**src/rtl/burst_col_seq.sv**
```systemverilog
module burst_col_seq #(
  parameter int COL_W = 8,
  parameter int LEN_W = 3,
  parameter int FP_CODE = 4
) (
  input  logic             clk,
  input  logic             rst_n,
  input  logic             start,
  input  logic [COL_W-1:0] start_col,
  input  logic [LEN_W-1:0] len_code,
  input  logic             ilv,
  input  logic             is_write,
  input  logic             rsw_mode,
  input  logic             hold,
  input  logic             stop,
  output logic [COL_W-1:0] col,
  output logic             last,
  output logic             busy
);
  localparam logic [LEN_W-1:0] FP_C = LEN_W'(FP_CODE);

  logic [COL_W-1:0] base_q, mask_q, idx_q, col_q;
  logic             busy_q, last_q, fp_q, ilv_q;

  wire              single     = rsw_mode && is_write;
  wire              start_fp   = !single && (len_code >= FP_C);
  wire [COL_W-1:0]  start_mask = single   ? '0 :
                                 start_fp ? '1 :
                                 ((COL_W'(1) << len_code) - COL_W'(1));

  wire [COL_W-1:0]  idx_n   = idx_q + COL_W'(1);
  wire [COL_W-1:0]  seq_col = (base_q & ~mask_q) | ((base_q + idx_n) & mask_q);
  wire [COL_W-1:0]  ilv_col = base_q ^ (idx_n & mask_q);
  wire              last_n  = !fp_q && (idx_n == mask_q);

  always_ff @(posedge clk or negedge rst_n) begin
    if (!rst_n) begin
      base_q <= '0;
      mask_q <= '0;
      idx_q  <= '0;
      col_q  <= '0;
      busy_q <= 1'b0;
      last_q <= 1'b0;
      fp_q   <= 1'b0;
      ilv_q  <= 1'b0;
    end else if (!hold) begin
      if (start) begin
        base_q <= start_col;
        mask_q <= start_mask;
        fp_q   <= start_fp;
        ilv_q  <= ilv && !start_fp;
        idx_q  <= '0;
        col_q  <= start_col;
        busy_q <= 1'b1;
        last_q <= (start_mask == '0);
      end else if (busy_q) begin
        if (stop || last_q) begin
          busy_q <= 1'b0;
          last_q <= 1'b0;
        end else begin
          idx_q  <= idx_n;
          col_q  <= ilv_q ? ilv_col : seq_col;
          last_q <= last_n;
        end
      end
    end
  end

  assign col  = col_q;
  assign last = last_q;
  assign busy = busy_q;

  a_r5_last_in_burst: assert property (@(posedge clk) disable iff (!rst_n)
    last_q |-> busy_q);

  a_r5_end_after_last: assert property (@(posedge clk) disable iff (!rst_n)
    (last_q && !start && !hold) |=> !busy_q);

  a_r6_fp_no_last: assert property (@(posedge clk) disable iff (!rst_n)
    (busy_q && fp_q) |-> !last_q);

  a_r2_start_load: assert property (@(posedge clk) disable iff (!rst_n)
    (start && !hold) |=> (busy_q && col_q == $past(start_col)));

  a_r7_stop_ends: assert property (@(posedge clk) disable iff (!rst_n)
    (busy_q && stop && !start && !hold) |=> !busy_q);

  a_r8_hold_freeze: assert property (@(posedge clk) disable iff (!rst_n)
    hold |=> ($stable(col_q) && $stable(busy_q) && $stable(last_q)));
endmodule

```
**config.mk**
```make
export PLATFORM = sky130hd
export DESIGN_NAME = burst_col_seq
export DESIGN_NICKNAME = d
export VERILOG_FILES = /design/src/rtl/burst_col_seq.sv
export SDC_FILE = /design/constraint.sdc
export NUM_CORES = 1
export LEC_CHECK = 0
export ABC_CLOCK_PERIOD_IN_PS = 5700
export BUFFER_PORTS_ARGS = -buffer_cell sky130_fd_sc_hd__buf_2
export CORE_MARGIN = 10
export CORE_UTILIZATION = 42
export CTS_CLUSTER_SIZE = 25
export DETAILED_ROUTE_END_ITERATION = 10
export HOLD_SLACK_MARGIN = 0.15
export PLACE_DENSITY = 0.7
export REMOVE_ABC_BUFFERS = 1
export SETUP_SLACK_MARGIN = 0.3
export SLEW_MARGIN = 20
export SYNTH_ARGS = -nofsm -noshare
export SYNTH_HDL_FRONTEND = slang
export SYNTH_SLANG_ARGS = --single-unit
```
**constraint.sdc**
```tcl
create_clock -name clk -period 5.7 [get_ports clk]
set_input_delay 0.285 -clock clk [delete_from_list [all_inputs] [get_ports clk]]
set_output_delay 0.285 -clock clk [all_outputs]
set_load 0.05 [all_outputs]
```
==> impl_metrics.py, run 1 <==
metrics = {
    "placed_design": {
        "hpwl_um": 3790,
        "numPortBuffers": 28,
        "routabilityCongestion": 0.874,
    },
    "critical_path": {
        "cp.arrival_ps": 2970,
        "critPathLaunchType": "flop",
        "end_kind": "flop",
        "timing.rr.start": "idx_q[0]",
        "crit_required_ps": 5880,
        "critPathMaxFanout": 7,
        "path_class": "reg2reg",
        "cp-startpoint": "idx_q[0]",
        "rrSetupSlack_ps": 2910,
    },
    "timing": {
        "fin_worst_skew_ps": 4.45,
        "period_needed_ps": 2790,
        "worst_slew_pin_slew_ps": 881,
        "slew_headroom_pct": 41.1,
        "rsz0062_at_grt": "false",
        "fmax_ghz": 0.359,
        "hold_viol_final": 0,
        "setup_viol": 0,
        "slew_violations": 0,
        "fin_crit_sh_pct": 48.9,
        "finalSetupTns_ps": 0,
    },
    "yosys": {
        "syn_inst": 244,
        "ys_warn_count": 0,
        "yosysSeqAreaShare_pct": 40.7,
        "syn-mean-instance-area_um2": 9.06,
        "ys_ff_latch": 36,
        "netlist_area_mm2": 0.00221,
        "ys_types": 38,
    },
    "clock_network": {
        "clock-root-buffer": "clkbuf_8",
        "clock-sinks": 36,
        "ctsHoldBuffers": 1,
        "cts_buffer_depth": 2,
        "clkLatencyLatePin_ps": 290,
        "htreeDepth": 2,
        "cts_buffers": 5,
        "cts_tree": "done",
        "cts-resized-gates": 0,
        "cts_setup_buffers": 0,
        "clkTransAtPathRegs_ps": 70,
    },
    "pwr": {
        "total_power_uw": 708,
        "ir_drop_mv": 0.177,
        "power.leakage_nw": 1.25,
        "power_density_mw_per_mm2": 282,
    },
    "global_routing": {
        "grt_pass1_vias": 1863,
        "overflow": 0,
        "grt.total_usage_pct": 12.6,
        "grt_pass1_wl_um": 8830,
        "antenna_found_initial": 0,
        "grt_max_degree": 37,
    },
    "finish": {
        "nets": 310,
        "antenna_cells": 0,
        "area_delta_synth_final_pct": 13.8,
        "drive_gt1_share_pct": 16.1,
        "n_fill_cell": 475,
    },
    "floorplan": {
        "rows": 26,
        "start_util_pct": 43.3,
        "io_pins": 29,
        "dieArea_mm2": 0.00857,
        "core_region_area_mm2": 0.00511,
        "die_h_um": 92.6,
        "die_w_um": 92.6,
    },
    "drt": {
        "avgViaCountPerCell": 5.38,
        "routed_wl_um": 5210,
        "drt_pass1_iterations": 4,
        "ant_nets": 0,
        "vias": 1850,
        "drc": 0,
        "drtIter0Drc": 113,
        "routedWlPerCell_um": 15.1,
    },
    "hold_path": {
        "hold_class": "in2reg",
        "hp-start": "start_col[6]",
    },
    "flow_run": {
        "max_cap_violations": 0,
    },
    "status": {
        "status": "finished clean",
    },
}
==> layout make-up <==
class	instances	area, µm²	share of cell area, %
clock buffer	8	90.1	3.58
multi-input combinational	197	1270	50.4
tap	70	87.6	3.48
sequential	36	901	35.8
timing repair buffer	30	158	6.27
inverter	3	11.3	0.448
==> registers in the layout, summed over array words and instances (netlist names) <==
register	count
base_q	8
col	8
idx_q	8
mask_q	8
busy	1
fp_q	1
ilv_q	1
last	1
==> power breakdown <==
| part | switching, mW | internal [mW] | leakage (nW) |
|---|---|---|---|
| clock network | 0.0929 | 0.0987 | 0.0455 |
| logic | 0.124 | 0.0728 | 0.748 |
| registers | 0.0341 | 0.286 | 0.458 |
==> Yosys cell counts <==
cell type	instances	area, µm²
and3_1	1	6.26
nand3_2	1	10.0
and4_2	1	10.0
nand4_1	1	6.26
nand2b_1	3	18.8
mux2_2	3	33.8
o211ai_1	5	37.5
a21oi_1	12	60.1
nand3_1	5	25.0
clkbuf_1	8	30.0
dfrtp_1	36	901
nor3b_1	3	22.5
nand2_1	63	236
xor2_1	4	35.0
ha_1	17	213
o2111ai_1	1	8.76
a22o_1	5	43.8
or3_4	1	11.3
o31ai_1	3	22.5
nor4_1	2	12.5
a21o_1	4	30.0
or2_2	1	6.26
a211oi_1	6	45.0
inv_1	3	11.3
o221a_2	1	11.3
xnor2_1	11	96.3
nor2b_1	5	31.3
o21ai_1	1	5.00
o32ai_1	1	8.76
o41a_1	1	11.3
nor3_1	4	20.0
a31oi_1	1	6.26
fa_1	1	20.0
or3_1	1	6.26
o21ai_0	15	75.1
mux2i_1	4	40.0
nor2_1	8	30.0
nand4_2	1	12.5
==> kinds of logic after synthesis <==
| kind of cell | after synthesis | share of synthesized area (%) |
|---|---|---|
| fa+ha+maj | 18 | 10.5 |
| buf+inv | 11 | 1.87 |
| xor+xnor | 15 | 5.94 |
| simple gates | 101 | 21.1 |
| flops | 36 | 40.7 |
| mux | 7 | 3.34 |
| compound gates | 56 | 16.5 |
==> cell usage in the layout, fill, tap and decap left out, types with 3 or more instances in the layout <==
| master | synthesis | final |
|---|---|---|
| ha_1 | 17 | 17 |
| o21ai_0 | 15 | 15 |
| inv_1 | 3 | 3 |
| xnor2_1 | 11 | 11 |
| a22o_1 | 5 | 5 |
| a211oi_1 | 6 | 6 |
| o31ai_1 | 3 | 3 |
| mux2_2 | 3 | 3 |
| a21oi_1 | 12 | 12 |
| buf_2 | 0 | 28 |
| nand3_1 | 5 | 5 |
| dfrtp_1 | 36 | 36 |
| a21o_1 | 4 | 4 |
| nor3_1 | 4 | 4 |
| nand2b_1 | 3 | 3 |
| nor2_1 | 8 | 8 |
| nand2_1 | 63 | 63 |
| xor2_1 | 4 | 4 |
| mux2i_1 | 4 | 4 |
| nor3b_1 | 3 | 3 |
| nor2b_1 | 5 | 5 |
| o211ai_1 | 5 | 5 |
| clkbuf_8 | 0 | 6 |
==> routing by layer <==
layer | track usage [%] | vias to the layer above | wire, µm
met2 | 20.2 | 44 | 2460
met5 | 0 | - | 0
met1 | 16.1 | 877 | 2420
met4 | 5.91 | 0 | 121
met3 | 2.18 | 8 | 213
li1 | - | 921 | -
==> critical path, cell delays in order, from the launching register on <==
cell	delay [ps]
dfrtp_1	460
ha_1	260
nand3_1	140
nor2_1	140
xor2_1	300
ha_1	350
a21oi_1	160
o21ai_0	150
or3_1	390
nand3_2	80
mux2i_1	170
nand3_1	80
==> worst paths after layout <==
kind                            cells after the start        end
max in group asynchronous                           2  mask_q[7]
worst max-delay path                               11     col[7]
min in group asynchronous                           2     col[1]
worst min register to register                      2     col[1]
worst max register to register                     11     col[7]
worst min-delay path                                3  base_q[6]
==> through the flow <==
| step | hold slack (ps) | setup slack [ps] | util (%) | cells | cell area [µm²] |
|---|---|---|---|---|---|
| finish | 188 | 2910 | 49.3 | 344 | 2520 |
| global route | 194 | 2660 | 49.3 | 344 | 2520 |
| CTS | 187 | 2950 | 49.3 | 344 | 2520 |
| detailed placement | 443 | 2960 | 47.3 | 335 | 2420 |
| global placement | 424 | 3080 | 47.3 | 335 | 2420 |
| floorplan | -10.6 | 3240 | - | 236 | 2180 |
No activity file was read; power rests on OpenSTA's default activity.
==> run 2: changes to the inputs <==
- ABC_CLOCK_PERIOD_IN_PS: 5700 -> 2500
- PLACE_DENSITY: 0.7 -> 0.72
- clock period: 5.7 -> 2.5 ns (I/O delays scaled with it)
==> impl_metrics.py, run 2 (synthesis gave the netlist of run 1 again) <==
metrics = {
    "finish": {
        "multi_input_area_mm2": 0.00149,
        "final_common_cell": "nand2_1",
        "seqCellArea_um2": 902,
        "nets": 347,
        "antenna_cells": 0,
        "n_fill_cell": 385,
        "final_core_util_pct": 60.3,
        "final_cell_mix": "60 x nand2_1, 35 x dfrtp_1, 28 x buf_2",
        "drive_gt1_share_pct": 31.6,
        "area_delta_synth_final_pct": 39.2,
        "instances_no_fill": 380,
    },
    "critical_path": {
        "cp_num_buf_inv": 0,
        "path_class": "reg2reg",
        "critPathLaunchType": "flop",
        "cp_common_cell": "ha_4",
        "end_kind": "flop",
        "critPathSlowestCell": "dfrtp_1",
        "crit_required_ps": 2670,
        "max_stage_delay_ps": 430,
        "crit_family": "compound AO/OA/AOI/OAI gates",
        "cp.arrival_ps": 2590,
        "path_cells": "ha_4 -> nand3_4 -> nor2_4 -> xor2_2 -> ha_4 -> a21oi_1 -> o21ai_1 -> o41a_1 -> nand3_2 -> mux2i_1 -> nand3_1",
        "critPathMaxFanout": 3,
    },
    "global_routing": {
        "grt.total_usage_pct": 14.6,
        "overflow": 0,
        "grt_pass1_vias": 2149,
        "antenna_found_initial": 0,
        "grt_pass1_wl_um": 10100,
        "grt_max_degree": 37,
    },
    "timing": {
        "fmax_ghz": 0.413,
        "fin_worst_skew_ps": 7.12,
        "setup_viol": 0,
        "period_needed_ps": 2420,
        "slew_headroom_pct": 46.0,
        "fin_crit_sh_pct": 96.9,
        "rsz0062_at_grt": "true",
        "hold_viol_final": 0,
        "slew_violations": 0,
        "worst_slew_pin_slew_ps": 810,
    },
    "drt": {
        "routedWlPerCell_um": 16.0,
        "drc": 0,
        "drt_pass1_iterations": 4,
        "vias": 1990,
        "drtIter0Drc": 126,
        "avgViaCountPerCell": 5.24,
        "ant_nets": 0,
        "routed_wl_um": 6080,
    },
    "clock_network": {
        "clock-root-buffer": "clkbuf_8",
        "cts_buffers": 5,
        "clkTransAtPathRegs_ps": 70,
        "cts_buffer_depth": 2,
        "clkLatencyLatePin_ps": 290,
        "clock-sinks": 36,
        "cts_tree": "done",
        "htreeDepth": 2,
    },
    "status": {
        "status": "finished clean",
    },
    "floorplan": {
        "start_util_pct": 43.3,
        "core_region_area_mm2": 0.00511,
        "die_h_um": 92.6,
        "io_pins": 29,
        "dieArea_mm2": 0.00857,
        "die_w_um": 92.6,
        "rows": 26,
    },
    "placed_design": {
        "dp_cells": 346,
        "routabilityCongestion": 0.811,
        "hpwl_um": 3920,
        "numPortBuffers": 28,
    },
    "flow_run": {
        "max_cap_violations": 0,
    },
    "pwr": {
        "ir_drop_mv": 0.343,
        "power.leakage_nw": 1.47,
        "power_density_mw_per_mm2": 570,
    },
    "hold_path": {
        "hold_class": "in2reg",
    },
}
[run 2: cell types whose count changed in the layout (fill, tap and decap cells not counted), moves of 5 or more]
cell,delta
buf_4,+19
buf_6,+5
dlygate4sd3_1,+13
ha_1,-7
ha_4,+7
o21ai_0,-6
o21ai_1,+5
[run 2: path summary, 6_finish.rpt]
kind                               start        end  slack, ps  cells past startpoint
max in group asynchronous          rst_n   idx_q[3]       1470                      2
min in group asynchronous          rst_n  base_q[0]        450                      2
worst max-delay path            idx_q[0]     col[7]         80                     11
worst max register to register  idx_q[0]     col[7]         80                     11
worst min-delay path            is_write  mask_q[1]        170                      4
worst min register to register    col[2]     col[2]        480                      2
[run 2: final cells by class]
class,count,share of cell area (%)
timing repair buffer,67,15.8
inverter,3,0.366
sequential,36,29.3
clock buffer,7,3.13
multi-input combinational,197,48.5
tap,70,2.85
[run 2: tightest hold or removal path: stages]
cell,delay (ps)
buf_2,80
a21oi_1,110
o21ai_0,80
nand2_1,50
[run 2: routing by layer]
metal	vias to the layer above	share of wire, %	track usage (%)	wire length, µm
li1	991	-	-	-
met1	938	45	17.3	2710
met2	47	49	24.9	2980
met3	14	4.2	3.39	254
met4	0	2.2	5.78	133
met5	-	0	0	0
[run 2: power breakdown]
| group | internal (mW) | total [mW] | switching, mW |
|---|---|---|---|
| Sequential | 0.652 | 0.733 | 0.0803 |
| Clock | 0.245 | 0.448 | 0.203 |
| Combinational | 0.245 | 0.574 | 0.329 |
[run 2: timing repair]
action                                  in CTS  in global routing
pin swaps                                   19                  8
hold endpoints to repair                    54                  0
gates cloned                                 0                  0
setup buffers                                8                  5
hold buffers                                14                  0
resized for setup                           38                 11
endpoints found under the setup margin       5                  6
[run 2: metrics by stage]
step	instance area (µm²)	hold slack (ps)	setup TNS, ps	worst slack, ps	power [mW]
floorplan	2180	-171	0	37.6	1.05
global placement	2500	258	0	52.9	1.19
detailed placement	2500	269	0	9.48	1.20
CTS	2990	179	0	140	1.74
global route	3080	209	-139	-84.5	1.86
finish	3080	174	0	77.1	1.76
